<file path="src/rtl/tmr_pkg.sv">
package tmr_pkg;
  typedef enum logic [1:0] {
    MODE_ONCE = 2'd0,
    MODE_LOOP = 2'd1,
    MODE_RSVD = 2'd2,
    MODE_FREE = 2'd3
  } tmr_mode_e;

  // word select inside a channel's 16-byte window
  localparam logic [1:0] SEL_CTRL = 2'd0;
  localparam logic [1:0] SEL_CSEL = 2'd1;
  localparam logic [1:0] SEL_CNT  = 2'd2;
  localparam logic [1:0] SEL_CMP  = 2'd3;

  // word select inside the shared window at offset 0
  localparam logic [1:0] SEL_IEN  = 2'd0;
  localparam logic [1:0] SEL_ACK  = 2'd2;

  localparam int CTRL_EN_BIT   = 0;
  localparam int CTRL_CLR_BIT  = 1;
  localparam int CTRL_MODE_LSB = 4;
  localparam int CSEL_DIV_BIT  = 0;
  localparam int CSEL_SRC_BIT  = 4;
endpackage

</file>
<file path="src/rtl/tmr_tick_gen.sv">
module tmr_tick_gen (
  input  logic clk,
  input  logic rst,
  input  logic tick_fast,
  input  logic tick_slow,
  input  logic src_sel,
  input  logic div2,
  input  logic run,
  input  logic restart,
  output logic step
);
  logic src_tick;
  logic phase_q;

  assign src_tick = src_sel ? tick_slow : tick_fast;

  always_ff @(posedge clk) begin
    if (rst || restart) begin
      phase_q <= 1'b0;
    end else if (run && src_tick && div2) begin
      phase_q <= ~phase_q;
    end
  end

  assign step = run && src_tick && (!div2 || phase_q);
endmodule

</file>
<file path="src/rtl/tmr_channel.sv">
module tmr_channel
  import tmr_pkg::*;
#(
  parameter int DATA_W = 32
) (
  input  logic              clk,
  input  logic              rst,
  input  logic              tick_fast,
  input  logic              tick_slow,
  input  logic              wr_ctrl,
  input  logic              wr_csel,
  input  logic              wr_cmp,
  input  logic              ctrl_en_in,
  input  logic              ctrl_clr_in,
  input  logic [1:0]        ctrl_mode_in,
  input  logic              csel_src_in,
  input  logic              csel_div_in,
  input  logic [DATA_W-1:0] cmp_in,
  output logic              en,
  output tmr_mode_e         mode,
  output logic              src_sel,
  output logic              div2,
  output logic [DATA_W-1:0] cnt,
  output logic [DATA_W-1:0] cmp,
  output logic              evt,
  output logic              clr_req
);
  logic              step;
  logic [DATA_W-1:0] cnt_inc;
  logic              matching_mode;

  assign clr_req       = wr_ctrl && ctrl_clr_in;
  assign cnt_inc       = cnt + 1'b1;
  assign matching_mode = (mode == MODE_ONCE) || (mode == MODE_LOOP);
  assign evt           = step && !clr_req && matching_mode && (cnt_inc == cmp);

  tmr_tick_gen i_tick (
    .clk       (clk),
    .rst       (rst),
    .tick_fast (tick_fast),
    .tick_slow (tick_slow),
    .src_sel   (src_sel),
    .div2      (div2),
    .run       (en),
    .restart   (clr_req || wr_csel),
    .step      (step)
  );

  always_ff @(posedge clk) begin
    if (rst) begin
      en   <= 1'b0;
      mode <= MODE_ONCE;
    end else if (wr_ctrl) begin
      en   <= ctrl_en_in;
      mode <= tmr_mode_e'(ctrl_mode_in);
    end else if (evt && mode == MODE_ONCE) begin
      en   <= 1'b0;
    end
  end

  always_ff @(posedge clk) begin
    if (rst) begin
      src_sel <= 1'b0;
      div2    <= 1'b0;
    end else if (wr_csel) begin
      src_sel <= csel_src_in;
      div2    <= csel_div_in;
    end
  end

  always_ff @(posedge clk) begin
    if (rst) begin
      cmp <= '0;
    end else if (wr_cmp) begin
      cmp <= cmp_in;
    end
  end

  always_ff @(posedge clk) begin
    if (rst || clr_req) begin
      cnt <= '0;
    end else if (step) begin
      if (evt && mode == MODE_LOOP) begin
        cnt <= '0;
      end else begin
        cnt <= cnt_inc;
      end
    end
  end
endmodule

</file>
<file path="src/rtl/tmr_irq_ctrl.sv">
module tmr_irq_ctrl #(
  parameter int NUM_CH = 6
) (
  input  logic              clk,
  input  logic              rst,
  input  logic              wr_ien,
  input  logic              wr_ack,
  input  logic [NUM_CH-1:0] wbits,
  input  logic [NUM_CH-1:0] evt,
  output logic [NUM_CH-1:0] ien,
  output logic [NUM_CH-1:0] pend,
  output logic [NUM_CH-1:0] ack_mask,
  output logic              irq
);
  assign ack_mask = wr_ack ? wbits : '0;

  always_ff @(posedge clk) begin
    if (rst) begin
      ien <= '0;
    end else if (wr_ien) begin
      ien <= wbits;
    end
  end

  always_ff @(posedge clk) begin
    if (rst) begin
      pend <= '0;
    end else begin
      pend <= (pend & ~ack_mask) | evt;
    end
  end

  always_ff @(posedge clk) begin
    if (rst) begin
      irq <= 1'b0;
    end else begin
      irq <= |(pend & ien);
    end
  end
endmodule

</file>
<file path="src/rtl/tmr_bank.sv">
module tmr_bank
  import tmr_pkg::*;
#(
  parameter int NUM_CH = 6,
  parameter int DATA_W = 32,
  parameter int ADDR_W = 8
) (
  input  logic              clk,
  input  logic              rst,
  input  logic              tick_fast,
  input  logic              tick_slow,
  input  logic              bus_wr,
  input  logic              bus_rd,
  input  logic [ADDR_W-1:0] bus_addr,
  input  logic [DATA_W-1:0] bus_wdata,
  output logic [DATA_W-1:0] bus_rdata,
  output logic              irq
);
  localparam int IDX_W = ADDR_W - 4;

  logic [IDX_W-1:0] idx;
  logic [1:0]       sel;
  logic             aligned;
  logic             shared_hit;
  logic             wr_ien;
  logic             wr_ack;

  assign idx        = bus_addr[ADDR_W-1:4];
  assign sel        = bus_addr[3:2];
  assign aligned    = (bus_addr[1:0] == 2'b00);
  assign shared_hit = aligned && (idx == '0);
  assign wr_ien     = bus_wr && shared_hit && (sel == SEL_IEN);
  assign wr_ack     = bus_wr && shared_hit && (sel == SEL_ACK);

  logic              en_a   [NUM_CH];
  tmr_mode_e         mode_a [NUM_CH];
  logic              src_a  [NUM_CH];
  logic              div_a  [NUM_CH];
  logic [DATA_W-1:0] cnt_a  [NUM_CH];
  logic [DATA_W-1:0] cmp_a  [NUM_CH];

  logic [NUM_CH-1:0]        evt_v;
  logic [NUM_CH-1:0]        en_v;
  logic [NUM_CH-1:0]        clr_v;
  logic [NUM_CH-1:0]        wrc_v;
  logic [2*NUM_CH-1:0]      mode_v;
  logic [DATA_W*NUM_CH-1:0] cnt_v;
  logic [NUM_CH-1:0]        ien_q;
  logic [NUM_CH-1:0]        pend_q;
  logic [NUM_CH-1:0]        ack_v;

  for (genvar i = 0; i < NUM_CH; i++) begin : g_ch
    logic hit;
    assign hit = aligned && (idx == IDX_W'(i + 1));
    assign wrc_v[i] = bus_wr && hit && (sel == SEL_CTRL);

    tmr_channel #(.DATA_W(DATA_W)) i_chan (
      .clk          (clk),
      .rst          (rst),
      .tick_fast    (tick_fast),
      .tick_slow    (tick_slow),
      .wr_ctrl      (wrc_v[i]),
      .wr_csel      (bus_wr && hit && (sel == SEL_CSEL)),
      .wr_cmp       (bus_wr && hit && (sel == SEL_CMP)),
      .ctrl_en_in   (bus_wdata[CTRL_EN_BIT]),
      .ctrl_clr_in  (bus_wdata[CTRL_CLR_BIT]),
      .ctrl_mode_in (bus_wdata[CTRL_MODE_LSB +: 2]),
      .csel_src_in  (bus_wdata[CSEL_SRC_BIT]),
      .csel_div_in  (bus_wdata[CSEL_DIV_BIT]),
      .cmp_in       (bus_wdata),
      .en           (en_a[i]),
      .mode         (mode_a[i]),
      .src_sel      (src_a[i]),
      .div2         (div_a[i]),
      .cnt          (cnt_a[i]),
      .cmp          (cmp_a[i]),
      .evt          (evt_v[i]),
      .clr_req      (clr_v[i])
    );

    assign en_v[i]                  = en_a[i];
    assign mode_v[2*i +: 2]         = mode_a[i];
    assign cnt_v[DATA_W*i +: DATA_W] = cnt_a[i];
  end

  tmr_irq_ctrl #(.NUM_CH(NUM_CH)) i_irq (
    .clk      (clk),
    .rst      (rst),
    .wr_ien   (wr_ien),
    .wr_ack   (wr_ack),
    .wbits    (bus_wdata[NUM_CH-1:0]),
    .evt      (evt_v),
    .ien      (ien_q),
    .pend     (pend_q),
    .ack_mask (ack_v),
    .irq      (irq)
  );

  logic [DATA_W-1:0] rd_mux;

  always_comb begin
    rd_mux = '0;
    if (shared_hit) begin
      if (sel == SEL_IEN) rd_mux[NUM_CH-1:0] = ien_q;
      if (sel == SEL_ACK) rd_mux[NUM_CH-1:0] = pend_q;
    end
    for (int i = 0; i < NUM_CH; i++) begin
      if (aligned && idx == IDX_W'(i + 1)) begin
        case (sel)
          SEL_CTRL: begin
            rd_mux[CTRL_EN_BIT]        = en_a[i];
            rd_mux[CTRL_MODE_LSB +: 2] = mode_a[i];
          end
          SEL_CSEL: begin
            rd_mux[CSEL_SRC_BIT] = src_a[i];
            rd_mux[CSEL_DIV_BIT] = div_a[i];
          end
          SEL_CNT: rd_mux = cnt_a[i];
          default: rd_mux = cmp_a[i];
        endcase
      end
    end
  end

  always_ff @(posedge clk) begin
    if (rst) begin
      bus_rdata <= '0;
    end else if (bus_rd) begin
      bus_rdata <= rd_mux;
    end
  end
endmodule

</file>
<file path="config.mk">
export PLATFORM = sky130hd
export DESIGN_NAME = tmr_bank
export DESIGN_NICKNAME = d
export VERILOG_FILES = /design/src/rtl/tmr_pkg.sv /design/src/rtl/tmr_tick_gen.sv /design/src/rtl/tmr_channel.sv /design/src/rtl/tmr_irq_ctrl.sv /design/src/rtl/tmr_bank.sv
export SDC_FILE = /design/constraint.sdc
export NUM_CORES = 2
export LEC_CHECK = 0
export ABC_AREA = 1
export BUFFER_PORTS_ARGS = -buffer_cell sky130_fd_sc_hd__buf_2
export CORE_MARGIN = 1
export CORE_UTILIZATION = 50
export CTS_CLUSTER_DIAMETER = 60
export DETAILED_ROUTE_END_ITERATION = 7
export GPL_TIMING_DRIVEN = 0
export PLACE_DENSITY = 0.72
export SYNTH_ARGS = -nofsm -noshare
export SYNTH_HDL_FRONTEND = slang
export SYNTH_SLANG_ARGS = --single-unit
</file>
<file path="constraint.sdc">
create_clock -name clk -period 6.1 [get_ports clk]
set_clock_uncertainty 0.05 [all_clocks]
set_input_delay 1.22 -clock clk [delete_from_list [all_inputs] [get_ports clk]]
set_output_delay 1.22 -clock clk [all_outputs]
set_load 0.1 [all_outputs]
</file>
[Word-level counts from Yosys, hierarchy flattened]
Cells that the tools add are included.
Cells by class
  eq/ne operators: 21
  magnitude comparators: 0
  reductions and logical operators: 147
  shift operators: 0
  mux-type cells: 64
  multipliers: 0
  bitwise gates (word level): 10
  add/subtract/negate cells: 6
  div/mod/pow operators: 0
Operators by type and width (number)
  $mux 32: 12
  $pmux 26 s2: 6
  $add 32x1->32 const B: 6
  $eq 32x32->1: 6
  $logic_and 1x1->1: 88
  $pmux 1 s3: 18
  $pmux 3 s2: 6
  $logic_or 1x1->1: 30
  $mux 6: 4
  $mux 1: 18
  $logic_not 2->1: 8
  $eq 2x1->1 const B: 7
  $and 6x6->6: 2
  $eq 4x3->1 const B: 3
  $logic_not 1->1: 12
  $reduce_bool 2->1: 6
  $eq 4x2->1 const B: 2
  $not 1->1: 6
  $not 6->6: 1
  $or 6x6->6: 1
  $reduce_or 6->1: 1
  $eq 2x2->1 const B: 2
  $eq 4x1->1 const B: 1
  $logic_not 4->1: 1
  $reduce_or 2->1: 1
Storage, ports and cells
  memories: 0
  RAM bits: 0
  latch bits: 0
  bits in registers: 465
  memory bits (read-only): 0
  output and inout bits: 33

[Logic depth before layout (Yosys ltp)]
  depth in word-level cells: 16
  depth in mapped cells: 19
  depth with buffers taken out: 17

[Modules after synthesis]
A second synthesis with hierarchy kept.
Unflattened totals
  cells, all modules: 5690
  area total of the unflattened synthesis: 32716.4 µm²
By module, submodules not included
  tmr_channel: instances 6, seq. area each 1381.3 µm², cells an instance 744, area an instance 4405.5 µm²
  tmr_bank: instances 1, seq. area each 640.6 µm², cells an instance 1037, area an instance 5232.5 µm²
  tmr_tick_gen: instances 6, seq. area each 20.0 µm², cells an instance 20, area an instance 93.8 µm²
  tmr_irq_ctrl: instances 1, seq. area each 260.2 µm², cells an instance 69, area an instance 488.0 µm²

[Least setup slack after synthesis]
No wires, ideal clock.
  path kind: input port to flip-flop
  start point: input bus_addr[3]
  end point: register g_ch[0].i_chan.cnt[10]
  data arrival time: 2.853 ns
  path slack: 3.065 ns
  setup time: 0.132 ns
  stages on the path: 10
  path buffers: 3
  required time: 5.918 ns
  path through: buf_2 nor2_4 inv_1 clkbuf_1 nor2_1 a211oi_1 nand4_1 buf_2 nand3_1 a21oi_1
On the way
  cells in the longest elaborated chain, start to end: 9
  elaborated cells on any way between the ends: 10
Ends and longest elaborated chain
  start, declared: RTL line tmr_bank.sv:14  | input logic [ADDR_W-1:0] bus_addr,
  $logic_not 2->1 (*): RTL line tmr_bank.sv:55  | assign wrc_v[i] = bus_wr && hit && (sel == SEL_CTRL);
  $logic_and 1x1->1 (*): RTL line tmr_bank.sv:55
  $logic_and 1x1->1 (*): RTL line tmr_channel.sv:32  | assign clr_req = wr_ctrl && ctrl_clr_in;
  $logic_not 1->1: RTL line tmr_channel.sv:35  | assign evt = step && !clr_req && matching_mode && (cnt_inc == cmp);
  $logic_and 1x1->1 (3 in a row): RTL line tmr_channel.sv:35
  $logic_and 1x1->1: RTL line tmr_channel.sv:83  | if (evt && mode == MODE_LOOP) begin
  $mux 32: RTL line tmr_channel.sv:83
  end signal, assigned: RTL line tmr_channel.sv:86  | cnt <= cnt_inc;
  end, declared: RTL line tmr_channel.sv:23  | output logic [DATA_W-1:0] cnt,
Every way passes the cells marked *; elsewhere a longest branch is shown, timed or not.
A chain may end at the register's enable or synchronous reset.

[Worst setup path in the final report]
  start point: input bus_addr[7]
  end point: register bus_rdata[18]
On the way
  cells in the longest elaborated chain, start to end: 13
  elaborated cells on any way between the ends: 23
Ends and longest elaborated chain
  $eq 4x1->1: RTL line tmr_bank.sv:108  | if (aligned && idx == IDX_W'(i + 1)) begin
  $logic_and 1x1->1: RTL line tmr_bank.sv:108
  $mux 32: RTL line tmr_bank.sv:108
  $pmux 26 s2: RTL line tmr_bank.sv:109  | case (sel)
  $mux 32: RTL line tmr_bank.sv:108
  $pmux 26 s2: RTL line tmr_bank.sv:109
  $mux 32: RTL line tmr_bank.sv:108
  $pmux 26 s2: RTL line tmr_bank.sv:109
  $mux 32: RTL line tmr_bank.sv:108
  $pmux 26 s2: RTL line tmr_bank.sv:109
  $mux 32: RTL line tmr_bank.sv:108
  $pmux 26 s2: RTL line tmr_bank.sv:109
  $mux 32 (*): RTL line tmr_bank.sv:108
  end signal, assigned: RTL line tmr_bank.sv:129  | bus_rdata <= rd_mux;
  end, declared: RTL line tmr_bank.sv:16  | output logic [DATA_W-1:0] bus_rdata,
Marked as above.

==> out/metrics.cfg <==
[detailed_routing]
first_pass_iters = 8
ant_nets = 0
viasPerCell = 5.96
num_vias = 35664
wire_per_inst_um = 22.9
routed_wl_mm = 137
drcViolationCount = 5
drt_iter0_markers = 4841

[floorplan]
rows = 89
die_x_um = 246
initial_core_util_pct = 50.5
dieArea_mm2 = 0.0606
coreArea_mm2 = 0.0590
dieHeight_um = 246
num_io_pins = 79

[logic_synthesis]
ys_top_cells_by_area = dfxtp_1 31%, nand2_1 20%, a21oi_1 8.8%, nor2_1 6.8%, nand3_1 6.5%
synth_top_family_by_area = simple AND/OR/NAND/NOR gates
yosys.area_share.xor_xnor_pct = 3.04
synth_edf_count = 0
synth_mux_area_share_pct = 0
ys_ff_latch = 465
yosysTopAreaCell = dfxtp_1
yosys_most_used_dff = dfxtp_1
netlist_instances = 5017
avgSynthCellArea_um2 = 5.95
synthArstFlopShare_pct = 0
synth-compound-area-share_pct = 19.8
ys_seq_area_share_pct = 31.2
yosys.area_share.adder_pct = 0.252
synth_fp_nets = 5069
synth.distinct_cells = 49
yosys_warnings = 0
syn_area_mm2 = 0.0298
synth_top_area_share_pct = 31.2
post_synth_and_or_nand_nor_area_fraction_pct = 36.1

[run_status]
outcome = finished, violations left
violations = DRC

[setup_path]
critPathKind = in -> reg
cp_max_fo = 10
cp-start-kind = input port
end_kind = register
worstPathRequired_ns = 6.62
crit_arrival_ns = 5.16

[place]
place.gp.congestion = 1.06
dp_hpwl_mm = 104
port_buffers = 74
placed_cells = 5864

[cts]
cts-root-buf = clkbuf_16
h-tree-depth = 2
ctsResizeCount = 0
cts_buffers = 59
cts_sinks = 465
cts_setup_buffers = 0
clkSlewWorstSetupHoldPaths_ns = 0.06
cts_buffer_depth = 3
cts_tree = built
clk_latency_ns = 0.65
cts-hold-fix-buffers = 0

[power_and_ir_drop]
peakVddDrop_v = 0.000265
power_density_mw_per_mm2 = 222
p_seq_share_pct = 41.6
p_leak_nw = 12.4
power_mw = 7.36
power_frac_clock_pct = 50.9
power.switching_mw = 1.99
netSwitchingFraction_pct = 27.0
internal-power_mw = 5.37
combPwrFrac_pct = 7.5

[global_route]
grt_overflow_total = 0
first_global_vias = 31222
antenna_found_initial = 8
grt_pass1_wl_mm = 198
grt_use_total_pct = 43.9
grt_max_degree = 15

[finish]
nets = 5204
n_fill_cell = 6187
final_cell_mix = 1584 x nand2_1, 537 x nor2_1, 526 x a21oi_1
final_cells = 5981
seqCellArea_mm2 = 0.00931
multi_input_area_mm2 = 0.0177
final_common_cell = nand2_1
drive_gt1_share_pct = 5.04
area_growth_pct = 11.4

[timing]
slew_headroom_pct = 18.2
rsz0062_at_grt = no
finalHoldViolations = 0
fin_crit_sh_pct = 76.1
fin_tns_setup_ns = 0
drv_slew = 0
finalSetupViolCount = 0
worst_pin_slew_ns = 1.23
max_freq_mhz = 215
period_minus_slack_ns = 4.64

[run]
max-cap-violations = 0

[worst_hold_path]
hold_path_class = reg -> reg

## synth_stat cells (2+ instances only)
library cell  instances
a211oi_1              2
a21o_1                4
a21oi_1             526
a221o_1              26
a221oi_1              8
a22o_1                6
buf_1                22
buf_2                28
buf_4                 6
buf_6                 4
clkbuf_1            186
clkinv_1              3
dfxtp_1             465
ha_1                  6
inv_1               488
inv_2                 3
nand2_1            1584
nand2_2               2
nand3_1             388
nand3b_1             13
nand4_1              29
nand4_2               3
nor2_1              537
nor2_2               24
nor2_4                5
nor3_1               30
nor3_2                3
nor4_1                4
o2111ai_1             2
o211ai_1              2
o21ai_0             321
o21ai_1               6
o21bai_1             16
o221ai_1              6
o22ai_1             156
or2_2                10
xnor2_1              10
xnor3_1              13
xor2_1               60
## final cells by class
class,instances,share of cell area [%]
multi-input combinational,3811,53.1
sequential,465,28.0
inverter,494,5.58
clock buffer,83,5.11
buffer,247,3.06
tap,773,2.91
timing repair buffer,74,1.11
clock inverter,26,1.00
antenna,8,0.0603
## state kept, by name, summed over array words and instances (netlist names)
register and count:
g_ch.i_chan.cmp 192, g_ch.i_chan.mode 12, bus_rdata 32, g_ch.i_chan.en 6
i_irq.irq 1, g_ch.i_chan.div2 6, g_ch.i_chan.src_sel 6, i_irq.ien 6
g_ch.i_chan.cnt 192, g_ch.i_chan.i_tick.phase_q 6, i_irq.pend 6
## logic make-up (layout without fill, tap and decap cells)
family	after synthesis	in the layout
other cells	0	8
fa+ha+maj	6	6
compound gates	1084	1084
flops	465	465
simple gates	2638	2638
buf+inv	741	924
xor+xnor	83	83
## final timing paths
check	from	end	slack, ns	depth (start not counted)
hold reg to reg	g_ch[2].i_chan.cmp[10]$_SDFFE_PP0P_	g_ch[2].i_chan.cmp[10]$_SDFFE_PP0P_	0.43	2
hold / removal	g_ch[2].i_chan.cmp[10]$_SDFFE_PP0P_	g_ch[2].i_chan.cmp[10]$_SDFFE_PP0P_	0.43	2
setup / recovery	bus_addr[7]	bus_rdata[18]$_SDFFE_PP0P_	1.46	12
setup reg to reg	g_ch[0].i_chan.cnt[1]$_SDFFE_PP0P_	g_ch[0].i_chan.cnt[18]$_SDFFE_PP0P_	1.90	17
## critical path, cell delays in order
cell and delay (ns):
buf_2 0.10, nor2_1 0.34, nand2_1 0.17, nor2_1 0.59, inv_1 0.18, nor2_1 0.44
clkbuf_1 0.43, o21ai_0 0.38, nand2_1 0.22, nand3_1 0.45, a221o_1 0.48, a21oi_1 0.14
## routing by layer
metal | part of all wire [%] | vias up | GRT usage [%]
met5 | 0.0095 | - | 0
met4 | 7.4 | 2 | 28.3
met3 | 11 | 426 | 7.55
met2 | 41 | 2178 | 63.5
met1 | 41 | 16385 | 59.9
li1 | - | 16673 | -
## power by group through the flow
stage                     registers (mW)  clock network (mW)  logic (mW)
after CTS                           3.06                3.73       0.518
after global placement              3.13                   0       0.516
after global routing                3.06                3.86       0.547
final                               3.06                3.75       0.551
after floorplan                     3.20                   0       0.190
after detailed placement            3.13                   0       0.516
## stage by stage
step | setup WS [ns] | hold slack (ns) | area (um2) | util, %
final | 1.46 | 0.428 | 33200 | 56.3
after global routing | 1.54 | 0.455 | 33200 | 56.3
after floorplan | 3.06 | 0.387 | 29800 | -
after detailed placement | 1.42 | 0.415 | 31200 | 52.8
after global placement | 1.44 | 0.411 | 31200 | 52.8
after CTS | 2.07 | 0.424 | 33200 | 56.3
Power figures use the tool's default switching activity.
